$ cat src/rtl/iq_demod.sv
module iq_demod #(
  parameter int DW      = 12,
  parameter int SH      = 8,
  parameter int FRAC    = 14,
  parameter int QW      = 16,
  parameter int MAG_MIN = 16
) (
  input  logic                 clk,
  input  logic                 rst_n,
  input  logic                 in_valid,
  input  logic signed [DW-1:0] in_i,
  input  logic signed [DW-1:0] in_q,
  output logic                 in_ready,
  output logic                 am_valid,
  output logic [2*DW:0]        am_out,
  output logic                 fm_valid,
  output logic [QW-1:0]        fm_out
);
  localparam int ACCW = DW + 2*SH + 4;
  localparam int MW   = 2*DW + 1;
  localparam int NUMW = 2*DW + FRAC;
  localparam int CW   = $clog2(NUMW + 1);
  localparam logic signed [ACCW-1:0] YMAX = ACCW'((1 << (DW-1)) - 1);
  localparam logic signed [ACCW-1:0] YMIN = -YMAX - 1;
  localparam logic [NUMW-1:0] QMAX = NUMW'((1 << (QW-1)) - 1);

  function automatic logic signed [ACCW-1:0] dc_step(
    input logic signed [ACCW-1:0] acc,
    input logic signed [DW-1:0]   x,
    input logic signed [DW-1:0]   xp);
    logic signed [ACCW-1:0] d;
    d = ACCW'(x) - ACCW'(xp);
    return (d <<< SH) + acc - (acc >>> SH);
  endfunction

  function automatic logic signed [DW-1:0] dc_out(input logic signed [ACCW-1:0] acc);
    logic signed [ACCW-1:0] t;
    t = acc >>> SH;
    if (t > YMAX) t = YMAX;
    if (t < YMIN) t = YMIN;
    return DW'(t);
  endfunction

  logic signed [ACCW-1:0] acc_i, acc_q, acc_i_n, acc_q_n;
  logic signed [DW-1:0]   xp_i, xp_q, yi, yq, ip, qp;
  logic                   have_prev, busy, neg;
  logic [CW-1:0]          cnt;
  logic [MW-1:0]          rem, rem_n;
  logic [MW:0]            rem_sh;
  logic [NUMW-1:0]        num, num_n;
  logic                   ge;
  logic signed [MW-1:0]   yi_w, yq_w, ip_w, qp_w, cross_n, abs_n;
  logic [MW-1:0]          mag_n;
  logic [QW-1:0]          fm_sat;
  logic                   accept;

  assign acc_i_n = dc_step(acc_i, in_i, xp_i);
  assign acc_q_n = dc_step(acc_q, in_q, xp_q);
  assign yi      = dc_out(acc_i_n);
  assign yq      = dc_out(acc_q_n);
  assign yi_w    = MW'(yi);
  assign yq_w    = MW'(yq);
  assign ip_w    = MW'(ip);
  assign qp_w    = MW'(qp);
  assign mag_n   = $unsigned(yi_w * yi_w + yq_w * yq_w);
  assign cross_n = yq_w * ip_w - yi_w * qp_w;
  assign abs_n   = cross_n[MW-1] ? -cross_n : cross_n;

  assign in_ready = !busy;
  assign accept   = in_valid && !busy;

  assign rem_sh = {rem, num[NUMW-1]};
  assign ge     = rem_sh >= {1'b0, am_out};
  assign rem_n  = ge ? MW'(rem_sh - {1'b0, am_out}) : MW'(rem_sh);
  assign num_n  = {num[NUMW-2:0], ge};

  always_comb begin
    if (!neg) fm_sat = (num_n > QMAX) ? QW'(QMAX) : num_n[QW-1:0];
    else if (num_n > QMAX + 1'b1) fm_sat = {1'b1, {(QW-1){1'b0}}};
    else fm_sat = -num_n[QW-1:0];
  end

  always_ff @(posedge clk) begin
    if (!rst_n) begin
      acc_i <= '0; acc_q <= '0; xp_i <= '0; xp_q <= '0;
      ip <= '0; qp <= '0; have_prev <= 1'b0;
      busy <= 1'b0; neg <= 1'b0; cnt <= '0; rem <= '0; num <= '0;
      am_valid <= 1'b0; am_out <= '0; fm_valid <= 1'b0; fm_out <= '0;
    end else begin
      am_valid <= 1'b0;
      fm_valid <= 1'b0;
      if (accept) begin
        acc_i <= acc_i_n; acc_q <= acc_q_n;
        xp_i <= in_i; xp_q <= in_q;
        ip <= yi; qp <= yq;
        have_prev <= 1'b1;
        am_out <= mag_n;
        am_valid <= 1'b1;
        if (have_prev) begin
          if (mag_n < MW'(MAG_MIN)) begin
            fm_out <= '0;
            fm_valid <= 1'b1;
          end else begin
            busy <= 1'b1;
            cnt <= CW'(NUMW);
            rem <= '0;
            num <= {abs_n[2*DW-1:0], {FRAC{1'b0}}};
            neg <= cross_n[MW-1];
          end
        end
      end else if (busy) begin
        rem <= rem_n;
        num <= num_n;
        cnt <= cnt - 1'b1;
        if (cnt == CW'(1)) begin
          busy <= 1'b0;
          fm_valid <= 1'b1;
          fm_out <= fm_sat;
        end
      end
    end
  end

  assert_no_result_while_busy_R7: assert property (@(posedge clk) disable iff (!rst_n)
    !in_ready |=> !am_valid);
  assert_divisor_held_R7: assert property (@(posedge clk) disable iff (!rst_n)
    !in_ready |=> $stable(am_out));
  assert_ready_at_result_R4: assert property (@(posedge clk) disable iff (!rst_n)
    fm_valid |-> in_ready);
  assert_guard_zero_R6: assert property (@(posedge clk) disable iff (!rst_n)
    (fm_valid && am_valid) |-> (fm_out == '0));
  assert_busy_starts_after_accept_R7: assert property (@(posedge clk) disable iff (!rst_n)
    $fell(in_ready) |-> am_valid);
endmodule

$ cat config.mk
export PLATFORM = sky130hd
export DESIGN_NAME = iq_demod
export DESIGN_NICKNAME = d
export VERILOG_FILES = /design/src/rtl/iq_demod.sv
export SDC_FILE = /design/constraint.sdc
export NUM_CORES = 2
export LEC_CHECK = 0
export ABC_AREA = 1
export CAP_MARGIN = 20
export CELL_PAD_IN_SITES_DETAIL_PLACEMENT = 0
export CELL_PAD_IN_SITES_GLOBAL_PLACEMENT = 1
export CORE_MARGIN = 2
export CORE_UTILIZATION = 49
export CTS_CLUSTER_DIAMETER = 50
export DETAILED_ROUTE_END_ITERATION = 6
export GPL_TIMING_DRIVEN = 0
export PLACE_DENSITY_LB_ADDON = 0.1
export SYNTH_ARGS = -nofsm -noshare
export SYNTH_HDL_FRONTEND = slang
export SYNTH_SLANG_ARGS = --single-unit
$ cat constraint.sdc
create_clock -name clk -period 15.4 [get_ports clk]
set_input_delay 3.08 -clock clk [delete_from_list [all_inputs] [get_ports clk]]
set_output_delay 3.08 -clock clk [all_outputs]
set_load 0.005 [all_outputs]
## Word-level counts from Yosys, hierarchy flattened

Index checks and enable logic that the tools add are counted.

- Register bits: 227
- Logic and storage cells: 90

- Reduce and logical (&&, ||, !) cells: 8
- Equal/unequal tests: 4
- $lt $le $gt $ge: 8
- Mux-type cells: 37
- $add $sub $neg: 12
- Multiply operators: 4
- Bitwise gates (word level): 1

Operators by type and width:

| cell | count |
|---|---|
| 38-bit two-way mux | 4 |
| 16-bit two-way mux | 8 |
| 25-bit two-way mux | 5 |
| 12-bit by 12-bit multiplier with 24-bit output | 4 |
| 21-bit by 32-bit adder with 32-bit output | 2 |
| 32-bit by 12-bit less-than comparator with 1-bit output, second input constant | 2 |
| 32-bit two-way mux | 2 |
| 32-bit by 24-bit subtractor with 32-bit output | 2 |
| 24-bit by 12-bit > comparator with 1-bit output, second input constant | 2 |
| 38-bit by 15-bit > comparator with 1-bit output, second input constant | 1 |
| 38-bit by 16-bit > comparator with 1-bit output, second input constant | 1 |
| 26-bit by 25-bit greater-or-equal comparator with 1-bit output | 1 |
| 12-bit by 12-bit subtractor with 13-bit output | 2 |
| 24-bit by 24-bit adder with 25-bit output | 1 |
| 25-bit by 5-bit less-than comparator with 1-bit output, second input constant | 1 |
| 24-bit by 24-bit subtractor with 25-bit output | 1 |
| 25-bit subtractor | 1 |
| 12-bit two-way mux | 2 |
| 24-bit two-way mux | 1 |
| 6-bit two-way mux | 4 |
| 24-bit negator | 1 |
| 16-bit negator | 1 |
| 1-bit two-way mux | 11 |
| 6-bit by 1-bit equality test with 1-bit output, second input constant | 1 |
| 10 further kinds | 13 |

## Logic depth before layout (Yosys ltp)

- Word-level depth: 14
- Mapped depth: 71

## Worst setup path before layout

OpenSTA, ideal clock, no wires.

- Path kind: input-to-reg
- Start: in in_i[2]
- End: reg fm_out[8]
- Data required time: 15.286 ns
- Path slack: 1.849 ns
- Stages on the path: 62
- Arrival: 13.437 ns
- Buffers on the path: 2
- Setup time: 0.114 ns
- Cells stage by stage: ha_1 > a21oi_1 > and2_1 > o221ai_1 > a21oi_1 > inv_1 > a21oi_1 > inv_1 > a21oi_1 > o21ai_0 > xor2_1 > fa_1 > inv_1 > ha_1 > nand2_1 > nor2_2 > inv_2 > nor2_2 > [26 not listed] > ha_1 > a21oi_1 > o21ai_0 > a21oi_1 > nand2_1 > nand2_1 > nand2_1 > nand2_1 > nand2_1 > nand2_1 > nand2_1 > nor2_1 > nand4_1 > nand2_1 > nand2_1 > buf_2 > a21oi_1 > nor2_1

- Cells in the longest elaborated chain, start to end: 12

RTL lines:

| what | RTL line | text |
|---|---|---|
| start, declared | 11 | `input logic signed [DW-1:0] in_i,` |
| 12-bit by 12-bit subtractor with 13-bit output * | 32 | `d = ACCW'(x) - ACCW'(xp);` |
| 21-bit by 32-bit adder with 32-bit output * | 33 | `return (d <<< SH) + acc - (acc >>> SH);` |
| 32-bit by 24-bit subtractor with 32-bit output * | 33 |  |
| 24-bit by 12-bit > comparator with 1-bit output | 39 | `if (t > YMAX) t = YMAX;` |
| 32-bit two-way mux * | 39 |  |
| 32-bit by 12-bit less-than comparator with 1-bit output | 40 | `if (t < YMIN) t = YMIN;` |
| 12-bit two-way mux * | 40 |  |
| 12-bit by 12-bit multiplier with 24-bit output * | 65 | `assign mag_n = $unsigned(yi_w * yi_w + yq_w * yq_w);` |
| 24-bit by 24-bit adder with 25-bit output * | 65 |  |
| 25-bit by 5-bit less-than comparator with 1-bit output * | 100 | `if (mag_n < MW'(MAG_MIN)) begin` |
| 2-bit by 1-bit != test with 1-bit output (no line) * | n/a |  |
| 4-bit AND reduction (no line) * | n/a |  |
| end signal, assigned | 118 | `fm_out <= fm_sat;` |
| end, declared | 17 | `output logic [QW-1:0] fm_out` |

Every way passes the cells marked *; elsewhere a longest branch is shown, timed or not.
A chain may end at the register's enable or synchronous reset.

## Final worst setup path

- Start: in in_q[0]
- End: reg num[36]

- Cells in the longest elaborated chain, start to end: 14
- Elaborated cells between the ends (all ways): 19
- Classes of those cells: add/sub (6); mul (2); order compare (3); eq/ne (1); mux (6); reduce/logical (1)

RTL lines:

| what | RTL line | text |
|---|---|---|
| start, declared | 12 | `input logic signed [DW-1:0] in_q,` |
| 12-bit by 12-bit subtractor with 13-bit output * | 32 |  |
| 21-bit by 32-bit adder with 32-bit output * | 33 |  |
| 32-bit by 24-bit subtractor with 32-bit output * | 33 |  |
| 24-bit by 12-bit > comparator with 1-bit output | 39 |  |
| 32-bit two-way mux * | 39 |  |
| 32-bit by 12-bit less-than comparator with 1-bit output | 40 |  |
| 12-bit two-way mux * | 40 |  |
| 12-bit by 12-bit multiplier with 24-bit output | 66 | `assign cross_n = yq_w * ip_w - yi_w * qp_w;` |
| 24-bit by 24-bit subtractor with 25-bit output | 66 |  |
| 24-bit negator | 67 | `assign abs_n = cross_n[MW-1] ? -cross_n : cross_n;` |
| 24-bit two-way mux | 67 |  |
| 38-bit two-way mux | 100 |  |
| 38-bit two-way mux | 99 | `if (have_prev) begin` |
| 38-bit two-way mux | 92 | `if (accept) begin` |
| end signal, assigned | 107 | `num <= {abs_n[2*DW-1:0], {FRAC{1'b0}}};` |
| end signal, assigned | 113 | `num <= num_n;` |
| end, declared | 50 | `logic [NUMW-1:0] num, num_n;` |

Every way passes the cells marked *; elsewhere a longest branch is shown, timed or not. The select of a mux whose other input is x is not followed.

==> flow_summary.yaml <==
status:
  run_status: "finished clean"
cells_and_area:
  final_layout_size_suffix_gt1_share_pct: 6.27
  layout.cells.most_common_list: "1322 x sky130_fd_sc_hd__inv_1, 952 x sky130_fd_sc_hd__nand2_1, 660 x sky130_fd_sc_hd__fa_1"
  mostFrequentLayoutCell: "sky130_fd_sc_hd__inv_1"
  stdcell_count: 6682
  layout.filler_cells: 8166
  diodes: 0
  seqCellArea_sq_um: 4540
  multi_input_area_sq_um: 30900
  finish.net_count: 6601
  area_growth_pct: 10.5
logic_synthesis:
  synth-compound-area-share_pct: 8.85
  avgSynthCellArea_sq_um: 7.50
  largest_family_of_logic_cells_by_synthesized_area: "adder cells"
  synth_seq_cells: 227
  synthesis.nets: 6453
  synth-simple-area-share_pct: 19.9
  seq_area_frac_synth_pct: 11.1
  postSynth.topFlopCell: "sky130_fd_sc_hd__dfxtp_1"
  ys.warnings.count: 0
  synth_enable_flop_cells: 0
  post_synth_mux_area_share_pct: 0
  post_synth_instance_area_sq_um: 40800
  synth_xor_xnor_area_share_pct: 3.05
  ys_types: 58
  synth_area_in_adders_pct: 42.7
  postSynth.asyncResetShare_pct: 0
  postSynthCellCount: 5435
worst_setup_path:
  cp-end-kind: "flop"
  worst-endpoint-arrival_ns: 15.17
  critPathBufInv: 15
  register_to_register_setup_slack_ns: 3.38
  crit_path_frequent_cell: "sky130_fd_sc_hd__fa_1"
  crit_path_start_kind: "primary input"
  cp_max_fo: 10
  critPathSlowestCell: "sky130_fd_sc_hd__fa_1"
  critical_path.max_stage_delay_ns: 0.55
  critPathTopFamily: "adder cells"
  critPathRequiredTime_ns: 15.79
  criticalPathCategory: "in2reg"
hold_path:
  holdCritPathClass: "reg2reg"
routing:
  drt_drc_violations_left: 0
  antenna_violating_nets_post_route: 0
  avgViaCountPerCell: 5.25
  dr.first_iter.drc_count: 2661
  detailroute.via_count: 35100
  postRouteWirelength_um: 132000
  wl_per_cell_um: 19.7
  drt-pass1-iter-count: 5
clock_tree:
  clockRootBuffer: "sky130_fd_sc_hd__clkbuf_16"
  clkSlewWorstSetupHoldPaths_ns: 0.06
  cts.path.max_buffers: 3
  worst_skew_pair.late_latency_ns: 0.56
  tritoncts: "done"
  clock_buffers_created_by_tritoncts: 37
  numClockSinks: 227
  cts_max_level: 2
place:
  finalWeightedCongestion: 0.998
  io_buffer_count: 69
  post-dp-hpwl_um: 112000
  dp_worst_setup_slack_ns: -1.82
  dpl.cell_count: 6575
global_routing:
  gr-usage-met3_pct: 4.56
  grt_use_met1_pct: 42.1
  grt_max_degree: 14
  most_used_routing_layer_in_global_routing: "met2"
  first_global_vias: 35400
  grt_first_pass_wirelength_um: 205000
  grtUsageTotal_pct: 31.4
  met2_track_usage_gr_pct: 52.9
  grt_antenna_before_repair: 2
  grt.overflow.total: 0
sta:
  skew_ns: 0.0316
  final_hold_viol_count: 0
  finalCritPeriodShare_pct: 96.0
  timing.fmax_ghz: 0.0676
  drv_slew: 0
  measured_slew_at_the_worst_slew_check_pin_ns: 1.06
  finalCriticalPeriod_ns: 14.78
  worst_slack_ns: 0.618
  fin_hold_ws_ns: 0.460
  finalSetupViolations: 0
  slew_headroom_pct: 28.5
run:
  max_cap_viol_count: 0
floorplanning:
  core_area_sq_um: 82200
  die-area_sq_um: 85500
  io_pins: 71
  chipHeight_um: 292
  number_of_rows_in_the_core_area: 105
  start_util_pct: 49.6
  die_width_um: 292
-- worst reg2reg max path: cells and delay by family, from the launching register on --
kind	cells	cell delay [ns]
AO/OA/AOI/OAI	10	1.61
XOR/XNOR	2	0.35
adder cells (fa/ha/maj)	11	5.22
buffers and inverters	16	1.72
flip-flops	1	0.31
AND/OR/NAND/NOR	21	2.64
-- kinds of logic after synthesis --
family          count (synthesis)
compound gates                653
buf+inv                      1503
xor+xnor                      142
flops                         227
simple gates                 1919
fa+ha+maj                     991
-- cells in the mapped netlist, types with 12 or more instances --
master,n,area (sq um)
sky130_fd_sc_hd__ha_1,323,4040
sky130_fd_sc_hd__nor3_1,38,190
sky130_fd_sc_hd__nand2_4,20,225
sky130_fd_sc_hd__a22oi_1,14,105
sky130_fd_sc_hd__nand4_1,64,400
sky130_fd_sc_hd__inv_2,27,101
sky130_fd_sc_hd__xnor2_1,52,455
sky130_fd_sc_hd__buf_2,22,110
sky130_fd_sc_hd__o211ai_1,44,330
sky130_fd_sc_hd__xor2_1,90,788
sky130_fd_sc_hd__inv_1,1330,4990
sky130_fd_sc_hd__nand3_1,190,951
sky130_fd_sc_hd__a21o_1,16,120
sky130_fd_sc_hd__nor4_1,12,75.1
sky130_fd_sc_hd__dfxtp_1,227,4540
sky130_fd_sc_hd__nand2_1,972,3650
sky130_fd_sc_hd__nand3b_1,15,113
sky130_fd_sc_hd__fa_1,668,13400
sky130_fd_sc_hd__o21ai_0,206,1030
sky130_fd_sc_hd__clkbuf_1,80,300
sky130_fd_sc_hd__nor2_1,551,2070
sky130_fd_sc_hd__a21oi_1,319,1600
sky130_fd_sc_hd__nand2_2,18,113
sky130_fd_sc_hd__buf_6,13,146
-- final timing paths --
kind,from,endpoint,depth (start not counted)
setup / recovery,in_q[0],num[36],62
hold / removal,xp_q[10],xp_q[10],2
setup reg to reg,xp_i[4],num[36],60
hold reg to reg,xp_q[10],xp_q[10],2
-- area by class of cell --
class                           instances  share of cell area (%)
Timing Repair Buffer                  109                    2.27
Inverter                             1369                    11.5
Multi-Input combinational cell       3705                    68.5
Clock inverter                         23                   0.678
Buffer                                134                    1.76
Tap cell                             1070                    2.97
Clock buffer                           45                    2.19
Sequential cell                       227                    10.1
-- routing by layer --
| layer | vias to the layer above | wire (um) | share of wire, % |
|---|---|---|---|
| li1 | 16700 | - | - |
| met1 | 17100 | 56500 | 43 |
| met2 | 1048 | 62200 | 47 |
| met3 | 194 | 8940 | 6.8 |
| met4 | 2 | 4370 | 3.3 |
| met5 | - | 7 | 0.0053 |
-- flip-flops by register name (all words and copies together), names as in the netlist, 16 cells and up --
register and flops:
num 38, fm_out 16, am_out 25, acc_i 32, acc_q 32, rem 25
-- through the flow --
stage	TNS (ns)	cell area (sq um)	util (%)
6_report	0	45100	54.8
5_1_grt	-0.415	45100	54.8
3_3_place_gp	-155.88	42800	52.0
4_1_cts	0	44300	53.9
3_5_place_dp	-149.14	42800	52.1
2_1_floorplan	0	40800	-
-- what timing repair did --
action                                  in CTS  in global routing
gates resized for setup                     33                148
endpoints found under the setup margin      88                 89
endpoints found under the hold margin        0                  0
hold buffers                                 0                  0
pin swaps                                    5                 17
buffers inserted                             9                 29
Power is not shown: default switching activity piles up to over one toggle a cycle in this logic, so the estimate is an artifact.
